**config.mk**
```make
export PLATFORM = sky130hd
export DESIGN_NAME = irq_entry_seq
export DESIGN_NICKNAME = d
export VERILOG_FILES = /design/src/rtl/ies_pkg.sv /design/src/rtl/ies_arbiter.sv /design/src/rtl/ies_stack_ptr.sv /design/src/rtl/ies_bus_mux.sv /design/src/rtl/irq_entry_seq.sv
export SDC_FILE = /design/constraint.sdc
export NUM_CORES = 1
export LEC_CHECK = 0
export BUFFER_PORTS_ARGS = -buffer_cell sky130_fd_sc_hd__buf_2
export CAP_MARGIN = 20
export CORE_AREA = 2 2 101 103
export DETAILED_ROUTE_END_ITERATION = 10
export DIE_AREA = 0 0 103 105
export GPL_TIMING_DRIVEN = 0
export PLACE_DENSITY_LB_ADDON = 0.3
export SLEW_MARGIN = 0
export SYNTH_ARGS = -nofsm -noshare
export SYNTH_HDL_FRONTEND = slang
export SYNTH_HIERARCHICAL = 1
export SYNTH_SLANG_ARGS = --single-unit
export TNS_END_PERCENT = 20
```
**constraint.sdc**
```tcl
create_clock -name clk -period 5.2 [get_ports clk]
set_clock_uncertainty 0.05 [all_clocks]
set_input_delay 1.56 -clock clk [delete_from_list [all_inputs] [get_ports clk]]
set_output_delay 1.56 -clock clk [all_outputs]
set_load 0.03 [all_outputs]
```
**src/rtl/ies_pkg.sv**
```systemverilog
// Shared constants and types for the interrupt/reset entry sequencer.
// Assumes an 8-bit data path, a 16-bit address space and a page-1 stack.
package ies_pkg;
    localparam int ADDR_W = 16;
    localparam int DATA_W = 8;

    // Status bit positions
    localparam int FB_C = 0;
    localparam int FB_Z = 1;
    localparam int FB_I = 2;
    localparam int FB_D = 3;
    localparam int FB_B = 4;
    localparam int FB_R = 5;
    localparam int FB_V = 6;
    localparam int FB_N = 7;

    localparam logic [ADDR_W-1:0] VEC_NMI = 16'hFFFA;
    localparam logic [ADDR_W-1:0] VEC_RST = 16'hFFFC;
    localparam logic [ADDR_W-1:0] VEC_IRQ = 16'hFFFE;
    localparam logic [7:0]        STACK_PAGE = 8'h01;

    localparam int ENTRY_CLOCKS = 7;
    localparam int COST_W = $clog2(ENTRY_CLOCKS + 1);

    typedef enum logic [1:0] {K_RST, K_NMI, K_IRQ, K_BRK} entry_kind_t;

    typedef enum logic [2:0] {
        S_IDLE, S_PSH_H, S_PSH_L, S_PSH_P, S_VLO, S_VHI, S_VWAIT
    } seq_state_t;
endpackage

```
**src/rtl/ies_arbiter.sv**
```systemverilog
// Chooses which entry, if any, starts in this cycle.
// Assumes it is consulted only while the sequencer is idle. Priority order:
// non-maskable, unmasked maskable at a boundary, clear-mask, break.
module ies_arbiter
    import ies_pkg::*;
(
    input  logic        boundary,
    input  logic        brk,
    input  logic        cli,
    input  logic        nmi_pend,
    input  logic        irq_lvl,
    input  logic        i_flag,
    output logic        start,
    output entry_kind_t kind,
    output logic        clr_i
);
    // Priority selection of the next entry
    always_comb begin
        start = 1'b0;
        kind  = K_IRQ;
        clr_i = 1'b0;
        if (boundary && nmi_pend) begin
            start = 1'b1;
            kind  = K_NMI;
        end else if (boundary && irq_lvl && !i_flag) begin
            start = 1'b1;
            kind  = K_IRQ;
        end else if (cli) begin
            clr_i = 1'b1;
            if (i_flag && irq_lvl) begin
                start = 1'b1;
                kind  = K_IRQ;
            end
        end else if (boundary && brk) begin
            start = 1'b1;
            kind  = K_BRK;
        end
    end
endmodule

```
**src/rtl/ies_stack_ptr.sv**
```systemverilog
// Stack pointer register. It loads SP_INIT in reset and steps down by one
// on every stack write. It assumes no other agent changes it.
module ies_stack_ptr #(
    parameter logic [7:0] SP_INIT = 8'hFF
) (
    input  logic       clk,
    input  logic       rst_n,
    input  logic       dec,
    output logic [7:0] sp
);
    // Reset load and post-write decrement
    always_ff @(posedge clk) begin
        if (!rst_n) sp <= SP_INIT;
        else if (dec) sp <= sp - 8'd1;
    end


    sp_step_chk: assert property (@(posedge clk) disable iff (!rst_n)
        dec |=> (sp == $past(sp) - 8'd1));
endmodule

```
**src/rtl/ies_bus_mux.sv**
```systemverilog
// Drives the memory port from the sequencer state. It assumes one-cycle
// read latency, so the captures happen in the sequencer, not here.
module ies_bus_mux
    import ies_pkg::*;
(
    input  seq_state_t         state,
    input  logic [7:0]         sp,
    input  logic [ADDR_W-1:0]  pc_save,
    input  logic [DATA_W-1:0]  psw,
    input  logic [ADDR_W-1:0]  vec_base,
    output logic [ADDR_W-1:0]  addr,
    output logic [DATA_W-1:0]  wdata,
    output logic               we
);
    // Address, data and write strobe per state
    always_comb begin
        addr  = {STACK_PAGE, sp};
        wdata = '0;
        we    = 1'b0;
        case (state)
            S_PSH_H: begin wdata = pc_save[15:8]; we = 1'b1; end
            S_PSH_L: begin wdata = pc_save[7:0];  we = 1'b1; end
            S_PSH_P: begin wdata = psw;           we = 1'b1; end
            S_VLO:   addr = vec_base;
            S_VHI:   addr = vec_base + 16'd1;
            default: ;
        endcase
    end
endmodule

```
**src/rtl/irq_entry_seq.sv**
```systemverilog
// Interrupt and reset entry sequencer. It pushes PC and status onto the
// page-1 stack, fetches the vector and presents the new PC, SP and status.
// Assumes: synchronous memory with one-cycle read latency; boundary, cli_req
// and brk_req are one-cycle strobes from the core; cli_req never comes
// together with boundary.
module irq_entry_seq
    import ies_pkg::*;
#(
    parameter logic [7:0] SP_INIT     = 8'hFF,
    parameter logic [7:0] STATUS_INIT = 8'h22
) (
    input  logic              clk,
    input  logic              rst_n,
    input  logic              boundary,
    input  logic              brk_req,
    input  logic              cli_req,
    input  logic              nmi_req,
    input  logic              irq_req,
    input  logic              restore_we,
    input  logic [7:0]        restore_val,
    input  logic [15:0]       pc_in,
    output logic [15:0]       mem_addr,
    output logic [7:0]        mem_wdata,
    output logic              mem_we,
    input  logic [7:0]        mem_rdata,
    output logic [15:0]       pc_out,
    output logic [7:0]        sp_out,
    output logic [7:0]        status_out,
    output logic              done,
    output logic              busy,
    output logic              gpr_clear,
    output logic [COST_W-1:0] entry_cost
);
    seq_state_t  state_q;
    entry_kind_t kind_q, sel_kind;
    logic [15:0] pc_save_q, vec_base;
    logic [7:0]  vec_lo_q, status_q, psw, sp;
    logic        nmi_pend_q, start, clr_i, idle;

    assign idle = (state_q == S_IDLE);

    ies_arbiter u_arb (
        .boundary (boundary & idle),
        .brk      (brk_req),
        .cli      (cli_req & idle),
        .nmi_pend (nmi_pend_q),
        .irq_lvl  (irq_req),
        .i_flag   (status_q[FB_I]),
        .start    (start),
        .kind     (sel_kind),
        .clr_i    (clr_i)
    );

    ies_stack_ptr #(.SP_INIT(SP_INIT)) u_sp (
        .clk   (clk),
        .rst_n (rst_n),
        .dec   (mem_we),
        .sp    (sp)
    );

    // Vector base and pushed status byte, per entry kind
    always_comb begin
        case (kind_q)
            K_NMI:   vec_base = VEC_NMI;
            K_RST:   vec_base = VEC_RST;
            default: vec_base = VEC_IRQ;
        endcase
        psw        = status_q;
        psw[FB_B]  = (kind_q == K_BRK);
        psw[FB_R]  = 1'b1;
    end

    ies_bus_mux u_mux (
        .state    (state_q),
        .sp       (sp),
        .pc_save  (pc_save_q),
        .psw      (psw),
        .vec_base (vec_base),
        .addr     (mem_addr),
        .wdata    (mem_wdata),
        .we       (mem_we)
    );

    // Sequencer state, captured return address and fetched vector
    always_ff @(posedge clk) begin
        if (!rst_n) begin
            state_q    <= S_VLO;
            kind_q     <= K_RST;
            pc_save_q  <= '0;
            vec_lo_q   <= '0;
            pc_out     <= '0;
            done       <= 1'b0;
            entry_cost <= '0;
        end else begin
            done <= 1'b0;
            case (state_q)
                S_IDLE: if (start) begin
                    state_q   <= S_PSH_H;
                    kind_q    <= sel_kind;
                    pc_save_q <= pc_in + ((sel_kind == K_BRK) ? 16'd1 : 16'd0);
                end
                S_PSH_H: state_q <= S_PSH_L;
                S_PSH_L: state_q <= S_PSH_P;
                S_PSH_P: state_q <= S_VLO;
                S_VLO:   state_q <= S_VHI;
                S_VHI: begin
                    vec_lo_q <= mem_rdata;
                    state_q  <= S_VWAIT;
                end
                S_VWAIT: begin
                    pc_out     <= {mem_rdata, vec_lo_q};
                    done       <= 1'b1;
                    entry_cost <= (kind_q == K_RST) ? COST_W'(0) : COST_W'(ENTRY_CLOCKS);
                    state_q    <= S_IDLE;
                end
                default: state_q <= S_IDLE;
            endcase
        end
    end

    // Non-maskable request latch, held until an entry takes it
    always_ff @(posedge clk) begin
        if (!rst_n) nmi_pend_q <= 1'b0;
        else nmi_pend_q <= nmi_req | (nmi_pend_q & ~(start & (sel_kind == K_NMI)));
    end

    // Status byte: entry side effects, mask clear and restore
    always_ff @(posedge clk) begin
        if (!rst_n) begin
            status_q <= STATUS_INIT;
        end else if (state_q == S_PSH_P) begin
            status_q[FB_D] <= 1'b0;
            if (kind_q != K_NMI) status_q[FB_I] <= 1'b1;
        end else if (idle) begin
            if (clr_i) status_q[FB_I] <= 1'b0;
            else if (!start && restore_we) status_q <= restore_val | (8'd1 << FB_R);
        end
    end

    assign sp_out     = sp;
    assign status_out = status_q;
    assign busy       = !idle;
    assign gpr_clear  = busy && (kind_q == K_RST);


    stack_page_chk: assert property (@(posedge clk) disable iff (!rst_n)
        mem_we |-> (mem_addr[15:8] == STACK_PAGE));

    done_pulse_chk: assert property (@(posedge clk) disable iff (!rst_n)
        done |=> !done);

    nmi_first_chk: assert property (@(posedge clk) disable iff (!rst_n)
        (idle && boundary && nmi_pend_q) |=> (state_q == S_PSH_H && kind_q == K_NMI));

    irq_mask_chk: assert property (@(posedge clk) disable iff (!rst_n)
        (idle && boundary && !nmi_pend_q && irq_req && status_q[FB_I] && !brk_req && !cli_req)
        |=> (state_q == S_IDLE));

    d_clear_chk: assert property (@(posedge clk) disable iff (!rst_n)
        (state_q == S_PSH_P) |=> !status_q[FB_D]);

    cost_chk: assert property (@(posedge clk) disable iff (!rst_n)
        done |-> (entry_cost == ((kind_q == K_RST) ? COST_W'(0) : COST_W'(ENTRY_CLOCKS))));

    cli_now_chk: assert property (@(posedge clk) disable iff (!rst_n)
        (idle && cli_req && !boundary && status_q[FB_I] && irq_req)
        |=> (state_q == S_PSH_H && kind_q == K_IRQ));

    reserved_bit_chk: assert property (@(posedge clk) disable iff (!rst_n)
        status_q[FB_R]);
endmodule

```
==> results of run 1 <==
## how the worst max path moves through the flow
stage	start	end	slack, ns
after floorplan	cli_req	pc_save_q[12]	1.83
after global placement	cli_req	pc_save_q[12]	1.52
after detailed placement	cli_req	pc_save_q[12]	1.48
after CTS	state_q[0]	mem_wdata[0]	1.65
after global routing	state_q[0]	mem_wdata[3]	1.51
final	state_q[0]	mem_wdata[0]	1.66
## where the power goes
| group | total [mW] | internal [mW] | leakage, nW | switching [mW] |
|---|---|---|---|---|
| Sequential | 0.515 | 0.501 | 0.511 | 0.0142 |
| Clock | 0.487 | 0.275 | 0.114 | 0.211 |
| Combinational | 0.287 | 0.0966 | 1.39 | 0.190 |
| Total | 1.29 | 0.873 | 2.01 | 0.416 |
## cells in the final DEF (no fill, tap or decap), types with 4 or more instances in the layout
| cell | instances |
|---|---|
| sky130_fd_sc_hd__nand2_1 | 71 |
| sky130_fd_sc_hd__clkbuf_8 | 9 |
| sky130_fd_sc_hd__o21ai_0 | 24 |
| sky130_fd_sc_hd__nand3_1 | 10 |
| sky130_fd_sc_hd__nor2b_1 | 4 |
| sky130_fd_sc_hd__mux2_2 | 8 |
| sky130_fd_sc_hd__nor2_1 | 44 |
| sky130_fd_sc_hd__nand4_1 | 9 |
| sky130_fd_sc_hd__a211oi_1 | 4 |
| sky130_fd_sc_hd__mux2i_1 | 16 |
| sky130_fd_sc_hd__nand2b_1 | 4 |
| sky130_fd_sc_hd__nor3_1 | 6 |
| sky130_fd_sc_hd__buf_4 | 10 |
| sky130_fd_sc_hd__clkbuf_1 | 12 |
| sky130_fd_sc_hd__inv_1 | 7 |
| sky130_fd_sc_hd__o31ai_1 | 4 |
| sky130_fd_sc_hd__dfxtp_1 | 63 |
| sky130_fd_sc_hd__buf_2 | 107 |
| sky130_fd_sc_hd__nand3b_1 | 4 |
| sky130_fd_sc_hd__xnor2_1 | 13 |
| sky130_fd_sc_hd__a21oi_1 | 36 |
| sky130_fd_sc_hd__a22oi_1 | 8 |
| sky130_fd_sc_hd__ha_1 | 4 |
| sky130_fd_sc_hd__or4_1 | 5 |
| sky130_fd_sc_hd__and2_1 | 5 |
| sky130_fd_sc_hd__and4_1 | 4 |
| sky130_fd_sc_hd__conb_1 | 52 |
| sky130_fd_sc_hd__xor2_1 | 12 |
## critical path, stage by stage, from the launching register on
cell	delay [ns]
sky130_fd_sc_hd__dfxtp_1	0.47
sky130_fd_sc_hd__buf_2	0.31
sky130_fd_sc_hd__mux2_2	0.39
sky130_fd_sc_hd__a22oi_1	0.14
sky130_fd_sc_hd__nor2_1	0.07
sky130_fd_sc_hd__buf_2	0.20
## cells by family (layout without fill, tap and decap cells)
logic type                 Yosys count  count (layout)  share of synthesized area
and+or+nand+nor                    184             184                     0.2708
xor gates and xnor gates            25              25                    0.06371
adders and majority gates            4               4                    0.01456
muxes                               25              25                    0.07608
other                                2              52                   0.002185
buffers and inverters               41             156                    0.06516
DFF                                 63              63                     0.3669
AOI/OAI and AO/OA                   84              84                     0.1405
## layer usage
metal,up-vias,global-route usage
met2,97,0.2862
li1,1739,-
met4,0,0.03665
met1,1533,0.2165
met3,13,0.04816
met5,-,0
## state kept, by name, summed over array words and instances, names as in the netlist
signal      flops
done            1
entry_cost      1
kind_q          2
nmi_pend_q      1
pc_out         16
pc_save_q      16
state_q         3
status_out      7
u_sp/sp         8
vec_lo_q        8
## through the flow
| step | utilization | std cells | hold slack (ns) |
|---|---|---|---|
| CTS | 0.4683 | 726 | 0.4097 |
| floorplan | - | 478 | 0.3816 |
| global route | 0.4683 | 726 | 0.4304 |
| finish | 0.4683 | 726 | 0.4059 |
| detailed placement | 0.4447 | 710 | 0.3959 |
| global placement | 0.4447 | 710 | 0.3868 |
## final cells by class
type,count,area [um^2],share of cell area
buffer,33,193.9,0.04296
multi-input combinational,374,2140,0.4739
clock inverter,7,103.9,0.02300
tap,133,166.4,0.03686
timing repair buffer,99,495.5,0.1098
inverter,8,30.03,0.006652
sequential,63,1261,0.2794
clock buffer,9,123.9,0.02744
==> reports/qor.txt, run 1 <==
SYNTH
-----------------------------------------------------------------------------------------
Sequential fraction of the synthesis area ..................................       0.3669
Number of synthesized flops with an enable pin .............................            0
Proportion of register bits with asynchronous set or reset after synthesis .            0
Flip-flop and latch count after synthesis ..................................           63
Number of standard cells after synthesis ...................................          428
Synth warnings .............................................................            6
Biggest area consumer among synthesized cells .............................. sky130_fd_sc_hd__dfxtp_1
Cell types with the highest counts after synthesis ......................... 71 x sky130_fd_sc_hd__nand2_1, 63 x sky130_fd_sc_hd__dfxtp_1, 44 x sky130_fd_sc_hd__nor2_1, 36 x sky130_fd_sc_hd__a21oi_1, 24 x sky130_fd_sc_hd__o21ai_0
Synthesized area per cell ..................................................   8.030 um^2
Dominant cells by area after synthesis ..................................... sky130_fd_sc_hd__dfxtp_1 37%, sky130_fd_sc_hd__nand2_1 7.8%, sky130_fd_sc_hd__a21oi_1 5.2%
Most frequently used cell type in the post-synthesis netlist ............... sky130_fd_sc_hd__nand2_1
Distinct cell type count of the synthesized netlist ........................           50
Commonest register cell after synthesis .................................... sky130_fd_sc_hd__dfxtp_1
Netlist Area Pre-Place ..................................................... 0.003437 mm^2
Area fraction of the dominant cell type after synthesis ....................       0.3669

DRT
-----------------------------------------------------------------------------------------
Wire length per cell after detailed routing ................................     12.41 um
First-pass iteration count of the detailed router ..........................            4
Via total after detailed routing ...........................................        3,382
WL met3 ....................................................................       503 um
DRC marker count from the first detailed-route iteration ...................          142
Top sig layer ..............................................................         met4
Wire length after detailed routing .........................................      9008 um
Routed Antenna Nets ........................................................            0
Remaining DRCs .............................................................            0
WL met1 ....................................................................      4021 um
Routed met2 length .........................................................      4378 um
Vias per Instance ..........................................................        4.658

STA
-----------------------------------------------------------------------------------------
Worst slew margin relative to its limit ....................................       0.6330
Highest achievable clock rate ..............................................    282.9 MHz
Endpoints failing setup ....................................................            0
Final count of pins violating max slew .....................................            0
Final setup slack of the worst path ........................................     1.665 ns
Unrepaired setup endpoints after global routing ............................           no
Total Neg Setup Slack ......................................................         0 ns
Fin. Hold Viols ............................................................            0
Crit share post-route ......................................................       0.6799
Final period demand of the worst path ......................................     3.535 ns
Transition time at the pin with the least slew margin ......................    0.5506 ns

WORST SETUP PATH
-----------------------------------------------------------------------------------------
Terminus of the critical flop-to-flop path ................................. pc_save_q[8]
Data arrival, critical path ................................................      1.93 ns
Critical path class ........................................................   reg -> out
R2R cell count .............................................................           13
Flop2flop setup slack ......................................................      2.34 ns
Crit start category ........................................................     register
Biggest fanout along the worst timing path .................................           10
Critical path capture point type ...........................................   output pin
Origin of the critical flop-to-flop path ...................................   state_q[0]
Worst path required time ...................................................      3.59 ns

JOB
-----------------------------------------------------------------------------------------
Maximum capacitance violations .............................................            0

GRT
-----------------------------------------------------------------------------------------
Wire length of the first global-routing pass ...............................    14,800 um
Overflow left after global routing .........................................            0
Maximum number of pins on one net before global-route repair ...............           14
Number of antenna violations at the first check in global routing ..........            0
Total Routing Usage GR .....................................................       0.1709
Vias in the first global route .............................................        3,118

POWER AND IR DROP
-----------------------------------------------------------------------------------------
Leakage Power ..............................................................     2.012 nW
Post-layout total power ....................................................     1.289 mW
Power per cell area ........................................................ 285.5 mW/mm^2
Peak supply drop ...........................................................    0.1407 mV

CLOCK TREE
-----------------------------------------------------------------------------------------
Total of cells resized after clock tree synthesis ..........................            0
Maximum buffer depth of the clock tree .....................................            2
Clock slew at the register clock pins of the worst setup and hold paths ....      0.08 ns
CTS tree ...................................................................         done
Insertion delay of the later-clocked pin in the worst-skew pair ............      0.34 ns
Root buffer cell ........................................................... sky130_fd_sc_hd__clkbuf_8
Post-CTS setup repair buffer count .........................................            0
# H-tree levels ............................................................            3
Clock tree sinks ...........................................................           63
Number of buffers inserted for hold repair after clock tree synthesis ......            0
Total CTS buffers ..........................................................            9

PLACED DESIGN
-----------------------------------------------------------------------------------------
Post-DP Area ............................................................... 0.004287 mm^2
Final weighted congestion in routability-driven placement ..................       0.8139
Count of buffers from port buffering .......................................           99
Post-place setup slack .....................................................     1.482 ns
Final HPWL from detailed placement .........................................      6992 um

FLOORPLAN
-----------------------------------------------------------------------------------------
Initial standard-cell utilization of the core ..............................       0.3566
Horizontal die dimension ...................................................       103 um
Area of the core ........................................................... 0.009639 mm^2
Overall die height .........................................................       105 um
Die Footprint .............................................................. 0.01082 mm^2
Number of top-level pins ...................................................          103
Number of placement rows ...................................................           36

CELLS AND AREA
-----------------------------------------------------------------------------------------
Share of layout cells above drive strength 1 ...............................       0.2597
Final nets .................................................................          632
Filler cell count in the final layout ......................................        1,017
Final antenna diode count ..................................................            0
Final Instance Area ........................................................ 0.004514 mm^2
Area added between synthesis and finish ....................................       31.34%

HOLD PATH
-----------------------------------------------------------------------------------------
Endpoint, Worst Hold .......................................................    pc_out[6]
Hold Path Cell Cnt .........................................................            2
Hold Crit Start ............................................................  vec_lo_q[6]
Worst min path class .......................................................   reg -> reg

OUTCOME
-----------------------------------------------------------------------------------------
Status .....................................................................    completed

No activity file was read; power rests on OpenSTA's default activity.
==> inputs of run 2 (changes only) <==
--- a/config.mk
+++ b/config.mk
@@ -5,11 +5,12 @@
 export SDC_FILE = /design/constraint.sdc
 export NUM_CORES = 1
 export LEC_CHECK = 0
+export ABC_AREA = 1
 export BUFFER_PORTS_ARGS = -buffer_cell sky130_fd_sc_hd__buf_2
 export CAP_MARGIN = 20
-export CORE_AREA = 2 2 101 103
+export CORE_AREA = 2 2 106 108
 export DETAILED_ROUTE_END_ITERATION = 10
-export DIE_AREA = 0 0 103 105
+export DIE_AREA = 0 0 108 110
 export GPL_TIMING_DRIVEN = 0
 export PLACE_DENSITY_LB_ADDON = 0.3
 export SLEW_MARGIN = 0
==> constraint.sdc (replaced) <==
create_clock -name clk -period 3.05 [get_ports clk]
set_clock_uncertainty 0.05 [all_clocks]
set_input_delay 0.915 -clock clk [delete_from_list [all_inputs] [get_ports clk]]
set_output_delay 0.915 -clock clk [all_outputs]
set_load 0.03 [all_outputs]
==> run 2 against run 1 <==
Compared with the run above:
- design area rose by 9.1%
- combinational power rose by 120%
- first-iteration DRC count rose by 40%
- synthesized cell count rose by 37%
- utilization fell by 0.77 points
- sequential share of layout area fell by 2.3 points
- area after synthesis rose by 11%
- sequential power rose by 77%
- largest cell class unchanged
==> reports/qor.txt, run 2 <==
STA
-----------------------------------------------------------------------------------------
Fin. Hold Viols ............................................................            0
Final setup slack of the worst path ........................................    0.2115 ns
Unrepaired setup endpoints after global routing ............................          yes
Final period demand of the worst path ......................................     2.838 ns
Highest achievable clock rate ..............................................    352.3 MHz
Smallest hold slack ........................................................    0.3936 ns
Crit share post-route ......................................................       0.9306
Endpoints failing setup ....................................................            0
Final count of pins violating max slew .....................................            0

SYNTH
-----------------------------------------------------------------------------------------
Sequential fraction of the synthesis area ..................................       0.3306
Commonest register cell after synthesis .................................... sky130_fd_sc_hd__dfxtp_1
Share of the synthesized area in compound gates (AO/OA/AOI/OAI) ............       0.1440
Synth warnings .............................................................            6
Number of standard cells after synthesis ...................................          588
Distinct cell type count of the synthesized netlist ........................           38
Area fraction of the dominant cell type after synthesis ....................       0.3306
Number of synthesized flops with an enable pin .............................            0
Netlist Area Pre-Place ..................................................... 0.003815 mm^2
Share of synthesized area spent on multiplexers ............................            0
Proportion of register bits with asynchronous set or reset after synthesis .            0
Post-synthesis adder-cell area fraction ....................................      0.01312
Most frequently used cell type in the post-synthesis netlist ............... sky130_fd_sc_hd__nand2_1
Area fraction in and, or, nand and nor cells after synthesis ...............       0.3736
Xor and xnor fraction of the mapped netlist area ...........................      0.01607
Flip-flop and latch count after synthesis ..................................           63
Biggest area consumer among synthesized cells .............................. sky130_fd_sc_hd__dfxtp_1
Dominant cells by area after synthesis ..................................... sky130_fd_sc_hd__dfxtp_1 33%, sky130_fd_sc_hd__nand2_1 14%, sky130_fd_sc_hd__inv_1 7.1%
Synthesized area per cell ..................................................   6.488 um^2
Main combinational cell family by area after synthesis ..................... simple AND/OR/NAND/NOR gates
Cell types with the highest counts after synthesis ......................... 145 x sky130_fd_sc_hd__nand2_1, 72 x sky130_fd_sc_hd__inv_1, 67 x sky130_fd_sc_hd__nor2_1, 63 x sky130_fd_sc_hd__dfxtp_1, 50 x sky130_fd_sc_hd__nand3_1

CLOCK TREE
-----------------------------------------------------------------------------------------
Clock slew at the register clock pins of the worst setup and hold paths ....      0.09 ns
Insertion delay of the later-clocked pin in the worst-skew pair ............      0.35 ns
Root buffer cell ........................................................... sky130_fd_sc_hd__clkbuf_8
# H-tree levels ............................................................            3
Number of buffers inserted for hold repair after clock tree synthesis ......            0
CTS tree ...................................................................         done
Maximum buffer depth of the clock tree .....................................            2
Total of cells resized after clock tree synthesis ..........................            0
Clock tree sinks ...........................................................           63
Post-CTS setup repair buffer count .........................................            0
Total CTS buffers ..........................................................            9

PLACED DESIGN
-----------------------------------------------------------------------------------------
Post-place setup slack .....................................................  -0.06718 ns
Final weighted congestion in routability-driven placement ..................       0.8319
Count of buffers from port buffering .......................................           98
Post-DP Area ............................................................... 0.004710 mm^2
Final HPWL from detailed placement .........................................      7664 um

DRT
-----------------------------------------------------------------------------------------
Routed Antenna Nets ........................................................            0
Vias per Instance ..........................................................        4.400
Wire length per cell after detailed routing ................................     11.09 um
Via total after detailed routing ...........................................        3,973
Remaining DRCs .............................................................            0
Wire length after detailed routing .........................................    10,010 um
First-pass iteration count of the detailed router ..........................            4
DRC marker count from the first detailed-route iteration ...................          199

GRT
-----------------------------------------------------------------------------------------
Maximum number of pins on one net before global-route repair ...............           14
Met1 Use GR ................................................................       0.2286
Overflow left after global routing .........................................            0
Number of antenna violations at the first check in global routing ..........            0
Routing layer with the top usage in global route ...........................         met2
Met2 Use GR ................................................................       0.2934
Wire length of the first global-routing pass ...............................    16,640 um
Total Routing Usage GR .....................................................       0.1760
Routing usage on met3 ......................................................      0.03645
Vias in the first global route .............................................        3,629

POWER AND IR DROP
-----------------------------------------------------------------------------------------
Power per cell area ........................................................ 466.3 mW/mm^2
Leakage Power ..............................................................     2.666 nW
Peak supply drop ...........................................................    0.4054 mV

WORST SETUP PATH
-----------------------------------------------------------------------------------------
Origin of the critical flop-to-flop path ...................................   state_q[2]
Worst path required time ...................................................      2.08 ns
Crit start category ........................................................     register
Flop2flop setup slack ......................................................      0.25 ns
Beginning of the critical path .............................................   state_q[1]
Biggest fanout along the worst timing path .................................           12
Cell-by-cell listing of the critical path .................................. nor2_1 -> nand2_2 -> nand2_1 -> inv_2 -> nand2_1 -> o211ai_1 -> buf_2
Most used cell along the critical path ..................................... sky130_fd_sc_hd__nand2_1
Critical path's slowest cell ............................................... sky130_fd_sc_hd__dfxtp_1
Terminus of the critical flop-to-flop path ................................. pc_save_q[12]
Critical path class ........................................................   reg -> out
Biggest cell delay along the critical path .................................      0.59 ns
Critical path capture point type ...........................................   output pin
Data arrival, critical path ................................................      1.87 ns
R2R cell count .............................................................           18
Capturing element of the worst setup path ..................................  mem_addr[0]

FLOORPLAN
-----------------------------------------------------------------------------------------
Horizontal die dimension ...................................................       108 um
Die Footprint .............................................................. 0.01188 mm^2
Area of the core ........................................................... 0.01070 mm^2
Initial standard-cell utilization of the core ..............................       0.3566
Overall die height .........................................................       110 um
Number of placement rows ...................................................           38
Number of top-level pins ...................................................          103

CELLS AND AREA
-----------------------------------------------------------------------------------------
Commonest non-fill, non-tap cell in the layout ............................. sky130_fd_sc_hd__nand2_1
Share of layout cells above drive strength 1 ...............................       0.2307
Final antenna diode count ..................................................            0
Final Instance Area ........................................................ 0.004927 mm^2
Most used cells in the layout excluding fill and tap cells ................. 145 x sky130_fd_sc_hd__nand2_1, 103 x sky130_fd_sc_hd__buf_2, 72 x sky130_fd_sc_hd__inv_1, 66 x sky130_fd_sc_hd__nor2_1, 63 x sky130_fd_sc_hd__conb_1
Area added between synthesis and finish ....................................       29.16%
Final nets .................................................................          802
Largest registers .......................................................... pc_out (16), pc_save_q (16)

HOLD PATH
-----------------------------------------------------------------------------------------
Worst min path class .......................................................   reg -> reg

OUTCOME
-----------------------------------------------------------------------------------------
Status .....................................................................    completed

JOB
-----------------------------------------------------------------------------------------
Maximum capacitance violations .............................................            0

[run 2: cell count changes in the layout (fill, tap and decap cells not counted), moves of 8 or more]
| cell | previous run | this run |
|---|---|---|
| sky130_fd_sc_hd__conb_1 | 52 | 63 |
| sky130_fd_sc_hd__nand2_1 | 71 | 145 |
| sky130_fd_sc_hd__o21a_1 | 0 | 9 |
| sky130_fd_sc_hd__nand3_1 | 10 | 50 |
| sky130_fd_sc_hd__nor2_4 | 0 | 9 |
| sky130_fd_sc_hd__inv_1 | 7 | 72 |
| sky130_fd_sc_hd__mux2i_1 | 16 | 0 |
| sky130_fd_sc_hd__mux2_2 | 8 | 0 |
| sky130_fd_sc_hd__xnor2_1 | 13 | 1 |
| sky130_fd_sc_hd__o21ai_0 | 24 | 46 |
| sky130_fd_sc_hd__nand2_2 | 0 | 11 |
| sky130_fd_sc_hd__nor2_1 | 44 | 66 |
[run 2: report_power, final]
| group | switching (mW) | internal [mW] |
|---|---|---|
| clock network | 0.373 | 0.384 |
| logic | 0.443 | 0.187 |
| registers | 0.0371 | 0.874 |
| total | 0.853 | 1.44 |
[run 2: how the worst min path moves through the flow]
stage | from | endpoint | slack [ns] | cells after the start
after global routing | vec_lo_q[7] | pc_out[7] | 0.42 | 2
after detailed placement | vec_lo_q[7] | pc_out[7] | 0.39 | 2
final | vec_lo_q[7] | pc_out[7] | 0.39 | 2
after floorplan | vec_lo_q[0] | pc_out[0] | 0.38 | 2
after global placement | vec_lo_q[7] | pc_out[7] | 0.39 | 2
after CTS | vec_lo_q[7] | pc_out[7] | 0.40 | 2
[run 2: per-stage QoR]
stage | utilization | cells | setup TNS [ns] | power, mW
floorplan | - | 649 | 0 | 1.373
global placement | 0.4402 | 887 | -0.1898 | 1.555
detailed placement | 0.4402 | 887 | -0.2460 | 1.555
CTS | 0.4592 | 903 | 0 | 2.309
global route | 0.4606 | 903 | -0.05807 | 2.435
finish | 0.4606 | 903 | 0 | 2.298
[run 2: logic make-up (layout without fill, tap and decap cells)]
kind of cell    Yosys count  after routing
other cells               2             63
simple gates            309            309
flops                    63             63
xor+xnor                  7              7
fa+ha+maj                 4              4
buf+inv                 104            218
compound gates           99             99
[run 2: layout make-up]
cell class | count | area [um^2]
multi-input combinational | 482 | 2336
inverter | 81 | 304.0
fill | 1184 | 5771
timing repair buffer | 98 | 490.5
clock buffer | 9 | 123.9
clock inverter | 7 | 78.83
buffer | 23 | 156.4
tap | 140 | 175.2
sequential | 63 | 1262
[run 2: routing by layer]
metal  wire [um]  vias up
met5           0        -
met3         508       14
met2        4633       90
li1            -     2148
met1        4730     1721
met4         141        0
[run 2: critical path, delay by kind of cell, from the launching register on]
kind | cells | cell delay (ns)
buffers and inverters | 2 | 0.38
flip-flops | 1 | 0.59
AO/OA/AOI/OAI | 1 | 0.13
AND/OR/NAND/NOR | 4 | 0.43
